--- src/rtl/hexseg_pkg.sv ---
package hexseg_pkg;

    typedef logic [3:0] nibble_t;
    typedef logic [6:0] seg_t;

    typedef struct packed {
        nibble_t hi;
        nibble_t lo;
    } byte_pair_t;

    typedef enum logic {
        DIGIT_RIGHT = 1'b0,
        DIGIT_LEFT  = 1'b1
    } digit_e;

    localparam seg_t SEG_BLANK = 7'h00;

    // Half period of the refresh square wave, in fast clock cycles, never zero.
    function automatic int unsigned refresh_half(input int unsigned clk_hz,
                                                 input int unsigned rate_hz);
        int unsigned h;
        h = (rate_hz == 0) ? 1 : clk_hz / (2 * rate_hz);
        return (h < 1) ? 1 : h;
    endfunction

    // Hex glyph, bit 0 = segment a ... bit 6 = segment g, active high.
    function automatic seg_t hex_glyph(input nibble_t n);
        seg_t s;
        unique case (n)
            4'h0: s = 7'h3F;
            4'h1: s = 7'h06;
            4'h2: s = 7'h5B;
            4'h3: s = 7'h4F;
            4'h4: s = 7'h66;
            4'h5: s = 7'h6D;
            4'h6: s = 7'h7D;
            4'h7: s = 7'h07;
            4'h8: s = 7'h7F;
            4'h9: s = 7'h6F;
            4'hA: s = 7'h77;
            4'hB: s = 7'h7C;
            4'hC: s = 7'h39;
            4'hD: s = 7'h5E;
            4'hE: s = 7'h79;
            default: s = 7'h71;
        endcase
        return s;
    endfunction

endpackage

--- src/rtl/hexseg_refresh_div.sv ---
module hexseg_refresh_div
    import hexseg_pkg::*;
#(
    parameter int unsigned HALF = 4
) (
    input  logic   clk,
    input  logic   rst,
    output digit_e digit_o
);
    localparam int unsigned CW = (HALF > 1) ? $clog2(HALF) : 1;
    localparam logic [CW-1:0] LAST = CW'(HALF - 1);

    logic [CW-1:0] count_q;
    digit_e        digit_q;

    always_ff @(posedge clk) begin
        if (rst) begin
            count_q <= '0;
            digit_q <= DIGIT_RIGHT;
        end else if (count_q == LAST) begin
            count_q <= '0;
            digit_q <= (digit_q == DIGIT_RIGHT) ? DIGIT_LEFT : DIGIT_RIGHT;
        end else begin
            count_q <= count_q + 1'b1;
        end
    end

    assign digit_o = digit_q;

endmodule

--- src/rtl/hexseg_nibble_pick.sv ---
module hexseg_nibble_pick
    import hexseg_pkg::*;
(
    input  byte_pair_t pair_i,
    input  digit_e     digit_i,
    output nibble_t    nib_o
);
    always_comb begin
        unique case (digit_i)
            DIGIT_LEFT: nib_o = pair_i.hi;
            default:    nib_o = pair_i.lo;
        endcase
    end
endmodule

--- src/rtl/hexseg_glyph_stage.sv ---
module hexseg_glyph_stage
    import hexseg_pkg::*;
#(
    parameter bit REG_OUT = 1'b1
) (
    input  logic    clk,
    input  logic    rst,
    input  nibble_t nib_i,
    input  digit_e  digit_i,
    output seg_t    seg_o,
    output digit_e  digit_o
);
    seg_t glyph;
    assign glyph = hex_glyph(nib_i);

    generate
        if (REG_OUT) begin : g_reg
            seg_t   seg_q;
            digit_e digit_q;
            always_ff @(posedge clk) begin
                if (rst) begin
                    seg_q   <= SEG_BLANK;
                    digit_q <= DIGIT_RIGHT;
                end else begin
                    seg_q   <= glyph;
                    digit_q <= digit_i;
                end
            end
            assign seg_o   = seg_q;
            assign digit_o = digit_q;
        end else begin : g_comb
            assign seg_o   = glyph;
            assign digit_o = digit_i;
        end
    endgenerate
endmodule

--- src/rtl/hexpair_display.sv ---
module hexpair_display
    import hexseg_pkg::*;
#(
    parameter bit          PRESCALE   = 1'b0,
    parameter bit          REG_OUT    = 1'b1,
    parameter int unsigned CLK_HZ     = 50_000_000,
    parameter int unsigned REFRESH_HZ = 400
) (
    input  logic       clk,
    input  logic       rst,
    input  logic       sel_clk_in,
    input  logic [7:0] value_in,
    output logic       digit_sel_out,
    output logic [6:0] seg_out
);
    localparam int unsigned HALF = refresh_half(CLK_HZ, REFRESH_HZ);

    digit_e     sel_raw;
    digit_e     sel_shown;
    byte_pair_t pair;
    nibble_t    nib;
    seg_t       seg;

    generate
        if (PRESCALE) begin : g_div
            hexseg_refresh_div #(.HALF(HALF)) u_div (
                .clk     (clk),
                .rst     (rst),
                .digit_o (sel_raw)
            );
        end else begin : g_ext
            assign sel_raw = digit_e'(sel_clk_in);
        end
    endgenerate

    assign pair = byte_pair_t'(value_in);

    hexseg_nibble_pick u_pick (
        .pair_i  (pair),
        .digit_i (sel_raw),
        .nib_o   (nib)
    );

    hexseg_glyph_stage #(.REG_OUT(REG_OUT)) u_glyph (
        .clk     (clk),
        .rst     (rst),
        .nib_i   (nib),
        .digit_i (sel_raw),
        .seg_o   (seg),
        .digit_o (sel_shown)
    );

    assign seg_out       = seg;
    assign digit_sel_out = sel_shown;

endmodule

--- config.mk ---
export PLATFORM = sky130hd
export DESIGN_NAME = hexpair_display
export DESIGN_NICKNAME = d
export VERILOG_FILES = /design/src/rtl/hexseg_pkg.sv /design/src/rtl/hexseg_refresh_div.sv /design/src/rtl/hexseg_nibble_pick.sv /design/src/rtl/hexseg_glyph_stage.sv /design/src/rtl/hexpair_display.sv
export SDC_FILE = /design/constraint.sdc
export NUM_CORES = 1
export LEC_CHECK = 0
export ABC_AREA = 1
export BUFFER_PORTS_ARGS = -buffer_cell sky130_fd_sc_hd__buf_2
export CORE_AREA = 4 4 53 55
export DETAILED_ROUTE_END_ITERATION = 10
export DIE_AREA = 0 0 57 59
export GPL_TIMING_DRIVEN = 0
export SLEW_MARGIN = 30
export SYNTH_ARGS = -nofsm -noshare
export SYNTH_HDL_FRONTEND = slang
export SYNTH_SLANG_ARGS = --single-unit
--- constraint.sdc ---
create_clock -name clk -period 3.25 [get_ports clk]
set_clock_uncertainty 0.1 [all_clocks]
set_input_delay 0.975 -clock clk [delete_from_list [all_inputs] [get_ports clk]]
set_output_delay 0.975 -clock clk [all_outputs]
set_load 0.05 [all_outputs]
==> results of run 1 <==
-- cells in the final DEF (no fill, tap or decap), drive strengths merged --
cell type | synthesis | routed
buf | 1 | 18
o21ai | 7 | 7
clkbuf | 0 | 3
a21oi | 6 | 6
dfxtp | 8 | 8
nor2 | 7 | 7
nand2 | 31 | 31
nand3 | 4 | 4
inv | 12 | 12
ha | 7 | 7
-- synthesized netlist by cell type (2+ instances only) --
| cell | number |
|---|---|
| a21oi_1 | 5 |
| o21ai_0 | 4 |
| nand2_2 | 3 |
| inv_1 | 11 |
| nand3_1 | 4 |
| nor2_1 | 7 |
| o21ai_1 | 2 |
| nand2_1 | 27 |
| ha_1 | 7 |
| dfxtp_1 | 8 |
-- layer usage --
metal / vias to the layer above / routed length, um / global-route usage, %
met5: - / 0 / 0
met4: 0 / 12 / 4.97
met3: 2 / 90 / 1.74
met2: 16 / 545 / 11.3
met1: 220 / 497 / 7.69
li1: 296 / - / -
-- kinds of logic (layout without fill, tap and decap cells) --
kind of cell	count (synthesis)	after routing
adder cells (fa/ha/maj)	7	7
AO/OA/AOI/OAI	13	13
flip-flops	8	8
buffers and inverters	13	33
AND/OR/NAND/NOR	42	42
-- metrics by stage --
step,hold slack (ns),std cells,utilization [%]
floorplan,0.937,83,-
global placement,1.11,130,28.9
detailed placement,1.10,130,28.9
CTS,0.838,133,29.8
global route,0.846,133,29.8
finish,0.847,133,29.8
-- worst max-delay path, stage by stage --
cell and delay, ns:
buf_6 0.11, inv_6 0.05, nand2_1 0.05, nand2_1 0.13, inv_1 0.16, ha_1 0.18
inv_1 0.04, nand2_1 0.08, nand2_1 0.07, a21oi_1 0.14, nor2_1 0.05
-- registers in the layout, indices dropped and copies added, names as in the netlist --
signal,count
u_glyph.digit_o,1
u_glyph.seg_o,7
-- layout make-up --
| type | instances | share of cell area (%) |
|---|---|---|
| Multi-Input combinational cell | 62 | 48.5 |
| Clock buffer | 3 | 3.16 |
| Tap cell | 30 | 5.27 |
| Buffer | 1 | 1.58 |
| Sequential cell | 8 | 22.5 |
| Inverter | 12 | 7.03 |
| Timing Repair Buffer | 17 | 12.0 |
-- power by group --
part	total, mW	internal, mW	switching, mW
Combinational	0.103	0.0290	0.0736
Clock	0.0699	0.0419	0.0280
Sequential	0.109	0.108	0.00173
-- worst max-delay path by stage --
stage | from | end
2_1_floorplan | sel_clk_in | u_glyph.seg_o[5]
3_3_place_gp | sel_clk_in | u_glyph.seg_o[6]
3_5_place_dp | sel_clk_in | u_glyph.seg_o[5]
4_1_cts | sel_clk_in | u_glyph.seg_o[5]
5_1_grt | sel_clk_in | u_glyph.seg_o[6]
6_report | sel_clk_in | u_glyph.seg_o[6]
==> results_dict.tcl, run 1 <==
set metrics [dict create \
    synth_xor_area_share_pct 0 \
    setup_ws_ns 1.24 \
    pwr_density_cell_nw_per_um2 396 \
    hold_path.class "primary input to flip-flop" \
    die_y_um 59 \
    grt_pass1_vias 484 \
    cts.path.max_buffers 2 \
    synthTopCellsByArea "dfxtp_1 (28%), nand2_1 (18%), ha_1 (15%)" \
    final_hold_viol_count 0 \
    worstPathRequired_ns 3.28 \
    slew_violations 0 \
    synth_compound_area_share_pct 14.1 \
    rsz0062_at_grt "false" \
    synthAdderAreaFrac_pct 15.5 \
    dp_hpwl_um 990 \
    die_x_um 57 \
    track_usage_pct 6.85 \
    synth_flop_cell "dfxtp_1" \
    holdPathStages 2 \
    min_from "rst" \
    multi_input_area_um2 345 \
    postCtsHoldBufs 0 \
    post_cts_buffers 0 \
    worst_pin_slew_ns 0.287 \
    setup_viol_count_final 0 \
    diodes 0 \
    setup_tns_ns 0 \
    h-tree-depth 1 \
    min_to "u_glyph.seg_o[1]" \
    ys_ff_latch 8 \
    synth_top_area_share_pct 28.3 \
    num_rows 18 \
    yosysWarningCount 0 \
    ys_seq_area_share_pct 28.3 \
    grt_max_degree 9 \
    synth_area_um2 567 \
    dr_total_vias 534 \
    synth_top_family_by_area "simple AND/OR/NAND/NOR gates" \
    cts_tree "built" \
    drtIter0Drc 6 \
    crit_fanout 8 \
    antenna_found_initial 0 \
    status "finished, final reports clean" \
    syn_inst 83 \
    power.leakage_nw 0.398 \
    register_area_um2 160 \
    io_buffers 17 \
    fin_crit_ns 2.01 \
    syn_area_per_cell_um2 6.83 \
    core_area_um2 2390 \
    path_clk_slew_ns 0.05 \
    synthMuxAreaShare_pct 0 \
    place_area_um2 689 \
    endpoint_kind "flip-flop" \
    nets 123 \
    routedWlPerCell_um 8.61 \
    pin_count 19 \
    startpoint_type "primary input" \
    n_fill_cell 281 \
    yosysUniqueCellTypes 15 \
    routabilityCongestion 0.807 \
    cp.arrival_ns 2.04 \
    cts_root_buffer "clkbuf_4" \
    viasPerCell 4.02 \
    drt_wl_total_mm 1.15 \
    initial_core_util_pct 23.7 \
    drt_first_pass_iters 4 \
    yosys.area_share.simple_pct 31.3 \
    cap_violations 0 \
    grt_first_pass_wirelength_mm 1.81 \
    pre_cts_ws_ns 0.975 \
    slew_headroom_pct 80.7 \
    die_area_um2 3360 \
    syn_nets 101 \
    remaining_drc_errors 0 \
    synthArstFlopShare_pct 0 \
    path_class "primary input to flip-flop" \
    ir_drop_v 0.000175 \
    synth_largest_area_cell "dfxtp_1" \
    overflow 0 \
    fmax_ghz 0.497 \
    cts_resized 0 \
    p_total_mw 0.282 \
    numCtsBuffers 3 \
    synth-edff-count 0 \
    final_area_um2 712 \
    drtAntennaViolNets 0 \
    final.period_utilization_pct 61.9 \
    syn_to_final_growth_pct 25.6 \
    layout-drive-gt1-share_pct 27.2 \
    clock_sinks 8 \
]
Note: power is estimated with default switching activity, not from simulation.
==> run 2, diff against run 1 <==
--- a/config.mk
+++ b/config.mk
@@ -5,11 +5,11 @@
 export SDC_FILE = /design/constraint.sdc
 export NUM_CORES = 1
 export LEC_CHECK = 0
-export ABC_AREA = 1
+export ABC_AREA = 0
 export BUFFER_PORTS_ARGS = -buffer_cell sky130_fd_sc_hd__buf_2
-export CORE_AREA = 4 4 53 55
+export CORE_AREA = 4 4 51 53
 export DETAILED_ROUTE_END_ITERATION = 10
-export DIE_AREA = 0 0 57 59
+export DIE_AREA = 0 0 55 57
 export GPL_TIMING_DRIVEN = 0
 export SLEW_MARGIN = 30
 export SYNTH_ARGS = -nofsm -noshare
==> constraint.sdc (replaced) <==
create_clock -name clk -period 1.71 [get_ports clk]
set_clock_uncertainty 0.1 [all_clocks]
set_input_delay 0.513 -clock clk [delete_from_list [all_inputs] [get_ports clk]]
set_output_delay 0.513 -clock clk [all_outputs]
set_load 0.05 [all_outputs]
==> run 2 against run 1 <==
The run now ends with setup timing left. Largest cell class unchanged. Wire length fell by 3.2%. Setup slack got worse by 1.2 ns. Die area fell by 6.8%. Largest power group is now combinational logic. Via count fell by 11%.
==> results_dict.tcl, run 2 <==
set metrics [dict create \
    postCtsHoldBufs 0 \
    cp.arrival_ns 1.78 \
    pwr_density_cell_nw_per_um2 759 \
    worstPathRequired_ns 1.78 \
    slew_violations 0 \
    setup_viol_count_final 1 \
    pwr-share-seq_pct 36.4 \
    fmax_ghz 0.584 \
    final_hold_viol_count 0 \
    violations "setup timing" \
    h-tree-depth 1 \
    yosysUniqueCellTypes 23 \
    largest_register_ffs 7 \
    remaining_drc_errors 0 \
    final_cell_mix "buf_2 (17), dfxtp_1 (8), a21oi_1 (4), ha_1 (4), buf_4 (4)" \
    syn_area_per_cell_um2 9.37 \
    ys_seq_area_share_pct 31.1 \
    whs_ns 0.444 \
    yosysWarningCount 0 \
    viasPerCell 4.42 \
    layout-drive-gt1-share_pct 45.6 \
    ys_top_cells_by_count "dfxtp_1 (8), ha_1 (7), a21oi_1 (4), o21ai_0 (4)" \
    syn_inst 55 \
    p_total_mw 0.573 \
    track_usage_pct 7.50 \
    die_y_um 57 \
    rsz0062_at_grt "true" \
    overflow 0 \
    synth_area_um2 515 \
    pin_count 19 \
    fin_crit_ns 1.71 \
    drt_first_pass_iters 4 \
    setup_ws_ns -0.00167 \
    final_area_um2 756 \
    antenna_found_initial 0 \
    synth_largest_area_cell "dfxtp_1" \
    grt_pass1_vias 428 \
    cts_root_buffer "clkbuf_4" \
    synth_flop_cell "dfxtp_1" \
    pre_cts_ws_ns -0.363 \
    grt_max_degree 11 \
    swShare_pct 34.5 \
    syn_nets 73 \
    power.leakage_nw 0.348 \
    switchingPower_mw 0.198 \
    cts.path.max_buffers 2 \
    die_x_um 55 \
    synth_top_area_share_pct 31.1 \
    status "finished, violations left" \
    layout_commonest_cell "buf_2" \
    crit_fanout 8 \
    syn_to_final_growth_pct 46.6 \
    io_buffers 16 \
    ys_ff_latch 8 \
    diodes 0 \
    routedWlPerCell_um 10.4 \
    num_rows 17 \
    final.period_utilization_pct 100 \
    synthTopCellsByArea "dfxtp_1 (31%), ha_1 (17%), mux2i_1 (5.8%)" \
    yosysMostFrequentCell "dfxtp_1" \
    power.internal_mw 0.376 \
    cp_slowest_cell "or3_1" \
    slew_headroom_pct 77.0 \
    synth-edff-count 0 \
    startpoint_type "primary input" \
    initial_core_util_pct 24.0 \
    hold_path.class "primary input to flip-flop" \
    p_clk_share_pct 22.6 \
    grt_first_pass_wirelength_mm 1.73 \
    critPathMaxStageDelay_ns 0.31 \
    numCtsBuffers 3 \
    cts_tree "built" \
    combPwrFrac_pct 41.0 \
    place_area_um2 668 \
    drtIter0Drc 4 \
    worstPathCellList "buf_12, mux2i_4, inv_2, ha_4, o211ai_1, o21ai_1, or3_1, a21oi_1" \
    core_area_um2 2150 \
    synthArstFlopShare_pct 0 \
    drt_wl_total_mm 1.11 \
    dp_hpwl_um 843 \
    worst_pin_slew_ns 0.345 \
    dr_total_vias 473 \
    path_class "primary input to flip-flop" \
    routabilityCongestion 0.797 \
    clock_sinks 8 \
    nets 99 \
    cap_violations 0 \
    die_area_um2 3140 \
    holdPathStages 2 \
    endpoint_kind "flip-flop" \
    drtAntennaViolNets 0 \
    path_clk_slew_ns 0.04 \
    ir_drop_v 0.000273 \
    n_fill_cell 218 \
]
## run 2: per-stage QoR
| step | setup TNS (ns) | util (%) | instances |
|---|---|---|---|
| final | -0.00167 | 35.2 | 107 |
| after global routing | -0.211 | 35.2 | 107 |
| after CTS | 0 | 33.2 | 105 |
| after detailed placement | -0.979 | 31.1 | 99 |
| after global placement | -0.981 | 31.1 | 99 |
| after floorplan | -0.425 | - | 55 |
## run 2: cell families after synthesis
logic type,count (synthesis),share of synthesized area [%]
AOI/OAI and AO/OA,16,20.6
adders and majority gates,7,17.0
buffers and inverters,7,8.25
DFF,8,31.1
muxes,5,10.9
and+or+nand+nor,12,12.1
## run 2: worst max-delay path, delay by kind of cell
kind                     cells  cell delay [ns]
AND/OR/NAND/NOR              1             0.31
buffers and inverters        2             0.18
AO/OA/AOI/OAI                3             0.39
adder cells (fa/ha/maj)      1             0.16
multiplexers                 1             0.24
## run 2: timing repair
action                     CTS  global route
pin swaps                    0             4
setup endpoints to repair    1             3
gates resized for setup      1             3
setup buffers                3             2
## run 2: final timing paths
check / start / end / slack, ns
min: sel_clk_in / u_glyph.digit_o / 0.44
max: sel_clk_in / u_glyph.seg_o[3] / -0.002
## run 2: layout make-up
| class | count | area [um2] | area share [%] |
|---|---|---|---|
| buffer | 4 | 40.0 | 5.30 |
| clock buffer | 3 | 22.5 | 2.98 |
| inverter | 3 | 11.3 | 1.49 |
| multi-input combinational | 40 | 357 | 47.2 |
| sequential | 8 | 160 | 21.2 |
| tap | 28 | 35.0 | 4.64 |
| timing repair buffer | 21 | 130 | 17.2 |
## run 2: power by group through the flow
stage | registers, mW | logic (mW) | clock network (mW)
after CTS | 0.209 | 0.219 | 0.139
after global placement | 0.212 | 0.208 | 0
after floorplan | 0.279 | 0.0973 | 0
final | 0.209 | 0.235 | 0.130
after global routing | 0.210 | 0.254 | 0.143
after detailed placement | 0.213 | 0.210 | 0
## run 2: metal layers
layer / share of wire [%] / up-vias / GRT usage [%]
li1: - / 245 / -
met1: 39 / 213 / 7.95
met2: 53 / 15 / 12.8
met3: 7.6 / 0 / 0.783
met4: 0 / 0 / 5.90
met5: 0 / - / 0
